File: config.mk
export PLATFORM = sky130hd
export DESIGN_NAME = anlt_link_timer
export DESIGN_NICKNAME = d
export VERILOG_FILES = /design/src/rtl/anlt_pkg.sv /design/src/rtl/anlt_limit_regs.sv /design/src/rtl/anlt_count_core.sv /design/src/rtl/anlt_link_timer.sv
export SDC_FILE = /design/constraint.sdc
export NUM_CORES = 1
export LEC_CHECK = 0
export ABC_AREA = 1
export BUFFER_PORTS_ARGS = -buffer_cell sky130_fd_sc_hd__buf_2
export CAP_MARGIN = 20
export CORE_MARGIN = 8
export CORE_UTILIZATION = 60
export CTS_CLUSTER_SIZE = 28
export DETAILED_ROUTE_END_ITERATION = 7
export PLACE_DENSITY = 0.92
export SYNTH_ARGS = -nofsm -noshare
export SYNTH_HDL_FRONTEND = slang
export SYNTH_HIERARCHICAL = 1
export SYNTH_SLANG_ARGS = --single-unit
File: constraint.sdc
create_clock -name clk -period 4.3 [get_ports clk]
set_clock_uncertainty 0.05 [all_clocks]
set_input_delay 0.43 -clock clk [delete_from_list [all_inputs] [get_ports clk]]
set_output_delay 0.43 -clock clk [all_outputs]
set_load 0.05 [all_outputs]
File: src/rtl/anlt_pkg.sv
// Package: shared sizes and helpers for the auto-negotiation link timer.
// Assumes the limit is split into equal-width register words, low word first.
package anlt_pkg;

    localparam int unsigned ANLT_LIMIT_W = 21;
    localparam int unsigned ANLT_WORD_W  = 16;
    localparam int unsigned ANLT_RESET_TICKS = 1_250_000;

    // Number of register words needed to hold a limit of the given width.
    function automatic int unsigned anlt_num_words(input int unsigned lim_w,
                                                   input int unsigned word_w);
        return (lim_w + word_w - 1) / word_w;
    endfunction

    // Width of a word-select field for the given word count (at least 1 bit).
    function automatic int unsigned anlt_sel_w(input int unsigned nwords);
        return (nwords > 1) ? $clog2(nwords) : 1;
    endfunction

endpackage

File: src/rtl/anlt_limit_regs.sv
// Limit register bank: holds the terminal count across NUM_WORDS register
// words, low word first. Bit 0 of the limit is tied to zero, so the limit is
// always even. Read data is a combinational mux of the selected word.
// Assumes a synchronous active-low reset and one write per cycle.
module anlt_limit_regs #(
    parameter int unsigned LIMIT_W = anlt_pkg::ANLT_LIMIT_W,
    parameter int unsigned WORD_W  = anlt_pkg::ANLT_WORD_W,
    parameter int unsigned RESET_TICKS = anlt_pkg::ANLT_RESET_TICKS,
    localparam int unsigned NUM_WORDS = anlt_pkg::anlt_num_words(LIMIT_W, WORD_W),
    localparam int unsigned SEL_W = anlt_pkg::anlt_sel_w(NUM_WORDS)
) (
    input  logic              clk,
    input  logic              rst_n,
    input  logic              wr,
    input  logic [SEL_W-1:0]  sel,
    input  logic [WORD_W-1:0] wdata,
    output logic [WORD_W-1:0] rdata,
    output logic [LIMIT_W-1:0] limit
);

    localparam logic [LIMIT_W-1:0] RESET_VAL = LIMIT_W'(RESET_TICKS);

    logic [WORD_W-1:0] rd_words [NUM_WORDS];

    assign limit[0] = 1'b0;

    for (genvar gi = 0; gi < NUM_WORDS; gi++) begin : g_word
        localparam int unsigned LO  = gi * WORD_W;
        localparam int unsigned TOP = ((LO + WORD_W) < LIMIT_W) ? (LO + WORD_W) : LIMIT_W;
        localparam int unsigned HI  = TOP - 1;
        localparam int unsigned WLO = (gi == 0) ? 1 : LO;
        localparam int unsigned SW  = HI - WLO + 1;

        logic [SW-1:0] word_q;

        // Store the writable bits of this word; reset loads the default limit.
        always_ff @(posedge clk) begin
            if (!rst_n) begin
                word_q <= RESET_VAL[HI:WLO];
            end else if (wr && (int'(sel) == gi)) begin
                word_q <= wdata[HI-LO:WLO-LO];
            end
        end

        assign limit[HI:WLO] = word_q;

        // Present the word zero-extended, with unused bits reading as zero.
        always_comb begin
            rd_words[gi] = '0;
            rd_words[gi][HI-LO:WLO-LO] = word_q;
        end

        // a write is reflected in the readback, masked to stored bits.
        a_r3_word_write: assert property (@(posedge clk) disable iff (!rst_n)
            (wr && (int'(sel) == gi)) |=>
                (rd_words[gi][HI-LO:WLO-LO] == $past(wdata[HI-LO:WLO-LO])));
    end

    // Select the addressed word for readback.
    always_comb begin
        rdata = '0;
        for (int i = 0; i < NUM_WORDS; i++) begin
            if (int'(sel) == i) rdata = rd_words[i];
        end
    end

    // the low word never presents a set bit 0.
    a_r2_bit0_zero: assert property (@(posedge clk) disable iff (!rst_n)
        (sel == '0) |-> (rdata[0] == 1'b0));

endmodule

File: src/rtl/anlt_count_core.sv
// Counting core: on restart, captures the limit and counts up from zero one
// tick per clock. When the count equals the captured limit it raises done for
// one cycle and goes idle. Restart always has priority over terminal count.
// Assumes a synchronous active-low reset.
module anlt_count_core #(
    parameter int unsigned LIMIT_W = anlt_pkg::ANLT_LIMIT_W
) (
    input  logic               clk,
    input  logic               rst_n,
    input  logic               restart,
    input  logic [LIMIT_W-1:0] limit,
    output logic               done
);

    logic [LIMIT_W-1:0] count_q;
    logic [LIMIT_W-1:0] act_lim_q;
    logic               running_q;
    logic               done_q;
    logic               at_term;

    // Terminal count reached for the captured limit.
    assign at_term = running_q && (count_q == act_lim_q);

    // Counter, captured limit, run flag and done pulse.
    always_ff @(posedge clk) begin
        if (!rst_n) begin
            count_q   <= '0;
            act_lim_q <= '0;
            running_q <= 1'b0;
            done_q    <= 1'b0;
        end else begin
            done_q <= 1'b0;
            if (restart) begin
                count_q   <= '0;
                act_lim_q <= limit;
                running_q <= 1'b1;
            end else if (at_term) begin
                done_q    <= 1'b1;
                running_q <= 1'b0;
            end else if (running_q) begin
                count_q <= count_q + 1'b1;
            end
        end
    end

    assign done = done_q;

    // done lasts a single cycle.
    a_r4_done_single: assert property (@(posedge clk) disable iff (!rst_n)
        done_q |=> !done_q);

    // a running count never passes the captured limit.
    a_r4_count_bounded: assert property (@(posedge clk) disable iff (!rst_n)
        running_q |-> (count_q <= act_lim_q));

    // the timer is idle whenever done is shown.
    a_r6_idle_after_done: assert property (@(posedge clk) disable iff (!rst_n)
        done_q |-> !running_q);

    // a restart reloads the count from zero and runs.
    a_r7_restart_reload: assert property (@(posedge clk) disable iff (!rst_n)
        restart |=> (running_q && (count_q == '0)));

    // a restart suppresses done on the following cycle.
    a_r8_restart_wins: assert property (@(posedge clk) disable iff (!rst_n)
        restart |=> !done_q);

    // the captured limit holds while an interval runs.
    a_r9_limit_held: assert property (@(posedge clk) disable iff (!rst_n)
        (running_q && !restart) |=> $stable(act_lim_q));

endmodule

File: src/rtl/anlt_link_timer.sv
// Top of the auto-negotiation link timer: a limit register bank on a simple
// word-addressed port feeding a counting core. Writes to the limit apply at
// the next restart. Assumes a single 125 MHz clock and synchronous
// active-low reset.
module anlt_link_timer #(
    parameter int unsigned LIMIT_W = anlt_pkg::ANLT_LIMIT_W,
    parameter int unsigned WORD_W  = anlt_pkg::ANLT_WORD_W,
    parameter int unsigned RESET_TICKS = anlt_pkg::ANLT_RESET_TICKS,
    localparam int unsigned NUM_WORDS = anlt_pkg::anlt_num_words(LIMIT_W, WORD_W),
    localparam int unsigned SEL_W = anlt_pkg::anlt_sel_w(NUM_WORDS)
) (
    input  logic              clk,
    input  logic              rst_n,
    input  logic              reg_wr,
    input  logic [SEL_W-1:0]  reg_sel,
    input  logic [WORD_W-1:0] reg_wdata,
    output logic [WORD_W-1:0] reg_rdata,
    input  logic              restart,
    output logic              done
);

    logic [LIMIT_W-1:0] limit;

    anlt_limit_regs #(
        .LIMIT_W     (LIMIT_W),
        .WORD_W      (WORD_W),
        .RESET_TICKS (RESET_TICKS)
    ) u_regs (
        .clk   (clk),
        .rst_n (rst_n),
        .wr    (reg_wr),
        .sel   (reg_sel),
        .wdata (reg_wdata),
        .rdata (reg_rdata),
        .limit (limit)
    );

    anlt_count_core #(
        .LIMIT_W (LIMIT_W)
    ) u_core (
        .clk     (clk),
        .rst_n   (rst_n),
        .restart (restart),
        .limit   (limit),
        .done    (done)
    );

    // done is low in the cycle after a reset edge.
    a_r1_reset_done_low: assert property (@(posedge clk)
        !rst_n |=> !done);

endmodule

==> key figures, run 1 <==
Worst setup path
  – Slowest-stage cell, CP: nand2_2
  – Worst path cell trace: inv_2 > nand2_1 > nand2_1 > nor2_1 > nand2_1 > nor2_2 > nand3_2 > nand2_2 > inv_1 > nor2_1 > nor2_1
  – Worst Path Arrival: ~2600 ps
  – Startpoint types: register
  – Critical path peak fanout: 23
  – Crit Path Class: reg2reg
  – Delay-heaviest family, CP: simple AND/OR/NAND/NOR gates
  – CP Buf/Inv Count: 2
  – RR Startpoint: u_core/count_q[0]
  – Crit path from: u_core/count_q[0]
  – Nature of the critical path endpoint: register
  – CP max stage delay: 530 ps
  – Worst Path Required: approximately 4500 ps

Timing
  – Finish-stage setup viols: 0
  – Worst slew margin: 31.78%
  – Final Critical Period: 2356 ps
  – Max-slew violations: 0
  – RSZ-0062 raised after global routing: false
  – Count of final hold-check violations: 0
  – Worst-margin pin slew: 1022 ps
  – Setup_tns: 0 ps
  – Period Utilization, post-route: 54.79%
  – Fmax: 424.4 MHz

Yosys
  – Warning count from the yosys run: 6
  – Synth area leaders: dfxtp_1 (37%), nand2_1 (17%), nor2_1 (8.0%)
  – Cells after Synth: 538
  – Syn nets: 560
  – Yosys cell types: 28
  – Synth Cell Area: 3510 sq um
  – #FFs+latches synth: 64
  – Yosys top cell area share: between 30% and 40%
  – Leading area contributor after synthesis: dfxtp_1
  – Avg Cell Area, Syn: 6.523 sq um
  – Sequential-to-total area share from yosys stat: 36.51%

Global route
  – GR Layer Usage met2: between 30 and 40%
  – Vias in the first global route: roughly 3300
  – GRT met3 Usage: 4.854%
  – Grt met1 use: 23.13%
  – First-pass GRT wire length: 14030 um
  – Final global-route overflow total: 0
  – Initial antenna violation count: 0
  – GRT Total Usage: 20.26%
  – Top Usage Layer GRT: met2
  – Largest net degree at the start of global routing: 43

CTS
  – Sinks on Clock Net: 64
  – Clk Latency, worst-skew pair: 350 ps
  – Post-CTS setup buffers: 0
  – CTS Buffer Depth: 2
  – Clk slew on worst S/H paths: 70 ps
  – CTS Root Cell: clkbuf_8
  – CTS tree: done
  – Post-cts hold buffer count: 0
  – Post_cts resized: 0
  – H-tree Lvls: 3
  – CTS Buf Count: 9

Floorplan
  – Placement Rows: 28
  – Die Y: 92.48 um
  – Core area: 5781 sq um
  – Total die area: 8553 sq um
  – Initial Util: 60.71%
  – I/O Pins: 38
  – Die W: 92.48 um

Final layout
  – Commonest cells after routing, fill and taps aside: nand2_1 (156), nor2_1 (75), dfxtp_1 (64), inv_1 (63), nand3_1 (42)
  – Final core occ: 66.30%
  – Post-layout instance area: about 3800 sq um
  – ANT cells: 0
  – Commonest non-fill, non-tap cell in the layout: nand2_1
  – Layout Nets: between 500 and 600
  – P&R area growth vs syn: 9.198%
  – Fraction of layout cells with a size suffix above 1: between 10 and 15%

Hold path
  – Hold Crit Class: in2reg
  – Hold Crit Start: reg_wdata[0]

Drt
  – Antenna-violating nets left: 0
  – Wire length per cell: between 10 and 15 um
  – First-pass DRT Iterations: 5
  – Vias per cell: 5.278
  – Routed WL: 8350 um
  – Via count: 3383
  – 1st-iter DRT viols: 229
  – DRC errors left: 0

Run
  – Max-cap violations: 0

Outcome
  – Status: finished clean

Pwr
  – Leakage power: roughly 0.0017 uW
  – Max IR drop VDD: 0.0002498 V
  – Cell Pwr Density: 362.8 nW/um^2

Placement
  – Port Buffer Count: 37
  – DP Area: 3618 sq um
  – Dpl hpwl: 5893 um
  – GP Congestion: between 0.9 and 1
logic make-up after synthesis:
family	after synthesis	synth area share (%)
other	1	0.1068
AOI/OAI and AO/OA	61	8.806
and+or+nand+nor	301	37.58
DFF	64	36.51
xor gates and xnor gates	18	4.492
adders and majority gates	1	0.3564
buffers and inverters	92	12.16
cells in the mapped netlist:
| cell type | number |
|---|---|
| o21ai_0 | 23 |
| nor2_2 | 11 |
| xnor2_1 | 4 |
| xor2_1 | 14 |
| buf_1 | 1 |
| buf_4 | 2 |
| nand3_2 | 11 |
| nand3_1 | 42 |
| inv_1 | 63 |
| clkbuf_1 | 9 |
| clkinv_1 | 1 |
| ha_1 | 1 |
| nor2_1 | 75 |
| nand2_4 | 2 |
| a21oi_1 | 37 |
| buf_12 | 1 |
| buf_6 | 6 |
| nand2_2 | 2 |
| clkbuf_2 | 1 |
| nand2_1 | 156 |
| inv_6 | 1 |
| dfxtp_1 | 64 |
| nand3b_1 | 1 |
| conb_1 | 1 |
| nor2_8 | 1 |
| inv_2 | 2 |
| a21oi_2 | 1 |
| buf_2 | 5 |
through the flow:
step / setup slack (ps) / std cells / hold WS, ps / total power, uW
after floorplan: 2415 / 538 / 394.6 / 798.2
after global placement: 2020 / 625 / 409.2 / 827.0
after detailed placement: 1991 / 625 / 415.2 / 833.7
after CTS: 1989 / 641 / 242.5 / 1396
after global routing: 1733 / 641 / 237.1 / 1445
final: 1944 / 641 / 249.5 / 1390
flip-flops by register name, summed over array words and instances, names as in the netlist:
| name | count |
|---|---|
| u_regs/g_word.word_q | 20 |
| u_core/done | 1 |
| u_core/running_q | 1 |
| u_core/count_q | 21 |
| u_core/act_lim_q | 21 |
per-layer routing:
layer	up-vias	share of wire [%]	wire [um]
li1	1697	-	-
met5	-	0	0
met4	0	3.4	282
met2	134	47	3889
met3	28	6.5	546
met1	1524	43	3631
path summary, 6_finish.rpt:
kind,endpoint,slack (ps),cells past startpoint
setup / recovery,u_core/count_q[1],1940,11
hold / removal,u_regs/g_word[1].word_q[0],250,3
setup reg to reg,u_core/count_q[1],1940,11
hold reg to reg,u_core/act_lim_q[9],430,2
cell type report:
cell class              instances  area, sq um
well taps                      75        93.84
clock buffers                  13        148.9
multi-input cells             382         1802
repair buffers                 37        185.2
clock inverters                 3        65.06
fillers                       523         1948
flip-flops and latches         64         1281
inverters                      67        256.5
worst min-delay path, stage by stage:
cell and delay [ps]:
buf_2 70, nand2_1 50, nand3_1 60
where the power goes:
| part | switching [uW] | total (uW) | internal (uW) |
|---|---|---|---|
| clock network | 225 | 567 | 342 |
| registers | 23.4 | 644 | 621 |
| logic | 126 | 179 | 53.0 |
No activity file was read; power rests on OpenSTA's default activity.
==> inputs of run 2 (changes only) <==
- CORE_UTILIZATION: 60 -> 59
- PLACE_DENSITY: 0.92 -> 0.91
- clock period: 4.3 -> 2.45 ns (I/O delays scaled with it)
==> key figures, run 2 (synthesized netlist as in run 1, its figures left out) <==
Outcome
  – Status: finished clean

Worst setup path
  – Startpoint types: register
  – Critical path peak fanout: 8
  – Nature of the critical path endpoint: register
  – Worst Path Required: 2670 ps
  – Crit Path Class: reg2reg
  – Worst Path Arrival: between 2000 and 2500 ps

Timing
  – Worst slew margin: between 60% and 70%
  – Max-slew violations: 0
  – Worst-margin pin slew: 564.8 ps
  – Final Critical Period: 1860 ps
  – Fmax: 537.8 MHz
  – RSZ-0062 raised after global routing: false
  – Period Utilization, post-route: approximately three quarters
  – Finish-stage setup viols: 0
  – Count of final hold-check violations: 0
  – Setup_tns: 0 ps

Drt
  – First-pass DRT Iterations: 6
  – 1st-iter DRT viols: 312
  – Routed WL: 8339 um
  – Wire length per cell: 12.93 um
  – DRC errors left: 0
  – Antenna-violating nets left: 0
  – Via count: about 3400
  – Vias per cell: roughly 5.3

Final layout
  – Commonest non-fill, non-tap cell in the layout: nand2_1
  – Commonest cells after routing, fill and taps aside: nand2_1 (156), nor2_1 (75), dfxtp_1 (64), inv_1 (63), nand3_1 (42)
  – Final core occ: about two thirds
  – Fraction of layout cells with a size suffix above 1: ~15%
  – Registers with the most flip-flops: u_core/act_lim_q: 21 flops, u_core/count_q: 21 flops, u_regs/g_word.word_q: 20 flops
  – ANT cells: 0
  – Layout fillers: around 500
  – Layout Nets: 587
  – Fin cells: 645
  – P&R area growth vs syn: 10.23%

Pwr
  – Leakage power: 0.001737 uW
  – Max IR drop VDD: between 0.0005 and 0.0006 V
  – Cell Pwr Density: 633.4 nW/um^2

Floorplan
  – Die W: 93.13 um
  – I/O Pins: 38
  – Core area: slightly below 6000 sq um
  – Die Y: around 93 um
  – Total die area: ~8700 sq um
  – Placement Rows: 28
  – Initial Util: 59.99%

CTS
  – CTS Root Cell: clkbuf_8
  – Clk Latency, worst-skew pair: ~350 ps
  – CTS Buf Count: 9
  – Post_cts resized: 0
  – Post-CTS setup buffers: 0
  – Post-cts hold buffer count: 0
  – H-tree Lvls: 3
  – Clk slew on worst S/H paths: 80 ps
  – CTS tree: done
  – Sinks on Clock Net: 64
  – CTS Buffer Depth: 2

Global route
  – Initial antenna violation count: 0
  – Vias in the first global route: 3248
  – First-pass GRT wire length: 14100 um
  – Final global-route overflow total: 0
  – GRT Total Usage: 19.99%
  – Largest net degree at the start of global routing: between 40 and 50

Hold path
  – Hold Crit Class: in2reg

Run
  – Max-cap violations: 0

Placement
  – Port Buffer Count: 37
  – Dpl hpwl: 5768 um
  – GP Congestion: 0.9662
  – Dpl cells: 629
-- run 2: cell count changes in the layout (fill, tap and decap cells not counted) --
cell	delta
buf_4	+4
clkbuf_1	-3
clkbuf_8	-1
clkinv_2	+1
clkinv_4	+3
-- run 2: final timing paths --
path | startpoint | end | slack (ps) | cells past startpoint
hold / removal | reg_wdata[0] | u_regs/g_word[1].word_q[0] | 40 | 3
hold reg to reg | u_core/act_lim_q[10] | u_core/act_lim_q[10] | 420 | 2
setup reg to reg | u_core/count_q[0] | u_core/count_q[10] | 590 | 8
setup / recovery | u_core/count_q[0] | u_core/count_q[10] | 590 | 8
-- run 2: metal layers --
| metal | GRT usage [%] | share of wire (%) | up-vias |
|---|---|---|---|
| met1 | 22.87 | 44 | 1520 |
| li1 | - | - | 1711 |
| met4 | 11.41 | 2.1 | 0 |
| met3 | 5.849 | 7.3 | 25 |
| met5 | 0 | 0 | - |
| met2 | 32.66 | 47 | 137 |
-- run 2: worst max-delay path, stage by stage, from the launching register on --
cell and delay, ps:
dfxtp_1 470, ha_1 270, nand3_1 180, inv_1 150, nand2_1 110, nor2_1 140
xor2_1 170, nand3_1 90, a21oi_1 150
-- run 2: power breakdown --
part,total (uW),internal (uW),switching [uW]
registers,1120,1090,33.9
clock network,1000,574,426
logic,327,96.5,231
-- run 2: area by class of cell --
class	instances	area, sq um	area share (%)
Clock buffer	9	123.9	3.202
Clock inverter	7	96.34	2.490
Sequential cell	64	1281	33.12
Inverter	67	256.5	6.630
Multi-Input combinational cell	382	1802	46.57
Tap cell	75	93.84	2.426
Timing Repair Buffer	41	215.2	5.563
-- run 2: metrics by stage --
step	power [uW]	instance area [sq um]	setup slack (ps)	hold slack [ps]
2_1_floorplan	1401	3510	844.1	308.2
3_3_place_gp	1456	3649	725.5	398.4
3_5_place_dp	1467	3649	644.7	399.4
4_1_cts	2461	3869	612.9	27.00
5_1_grt	2553	3869	394.5	38.80
6_report	2450	3869	590.5	40.08
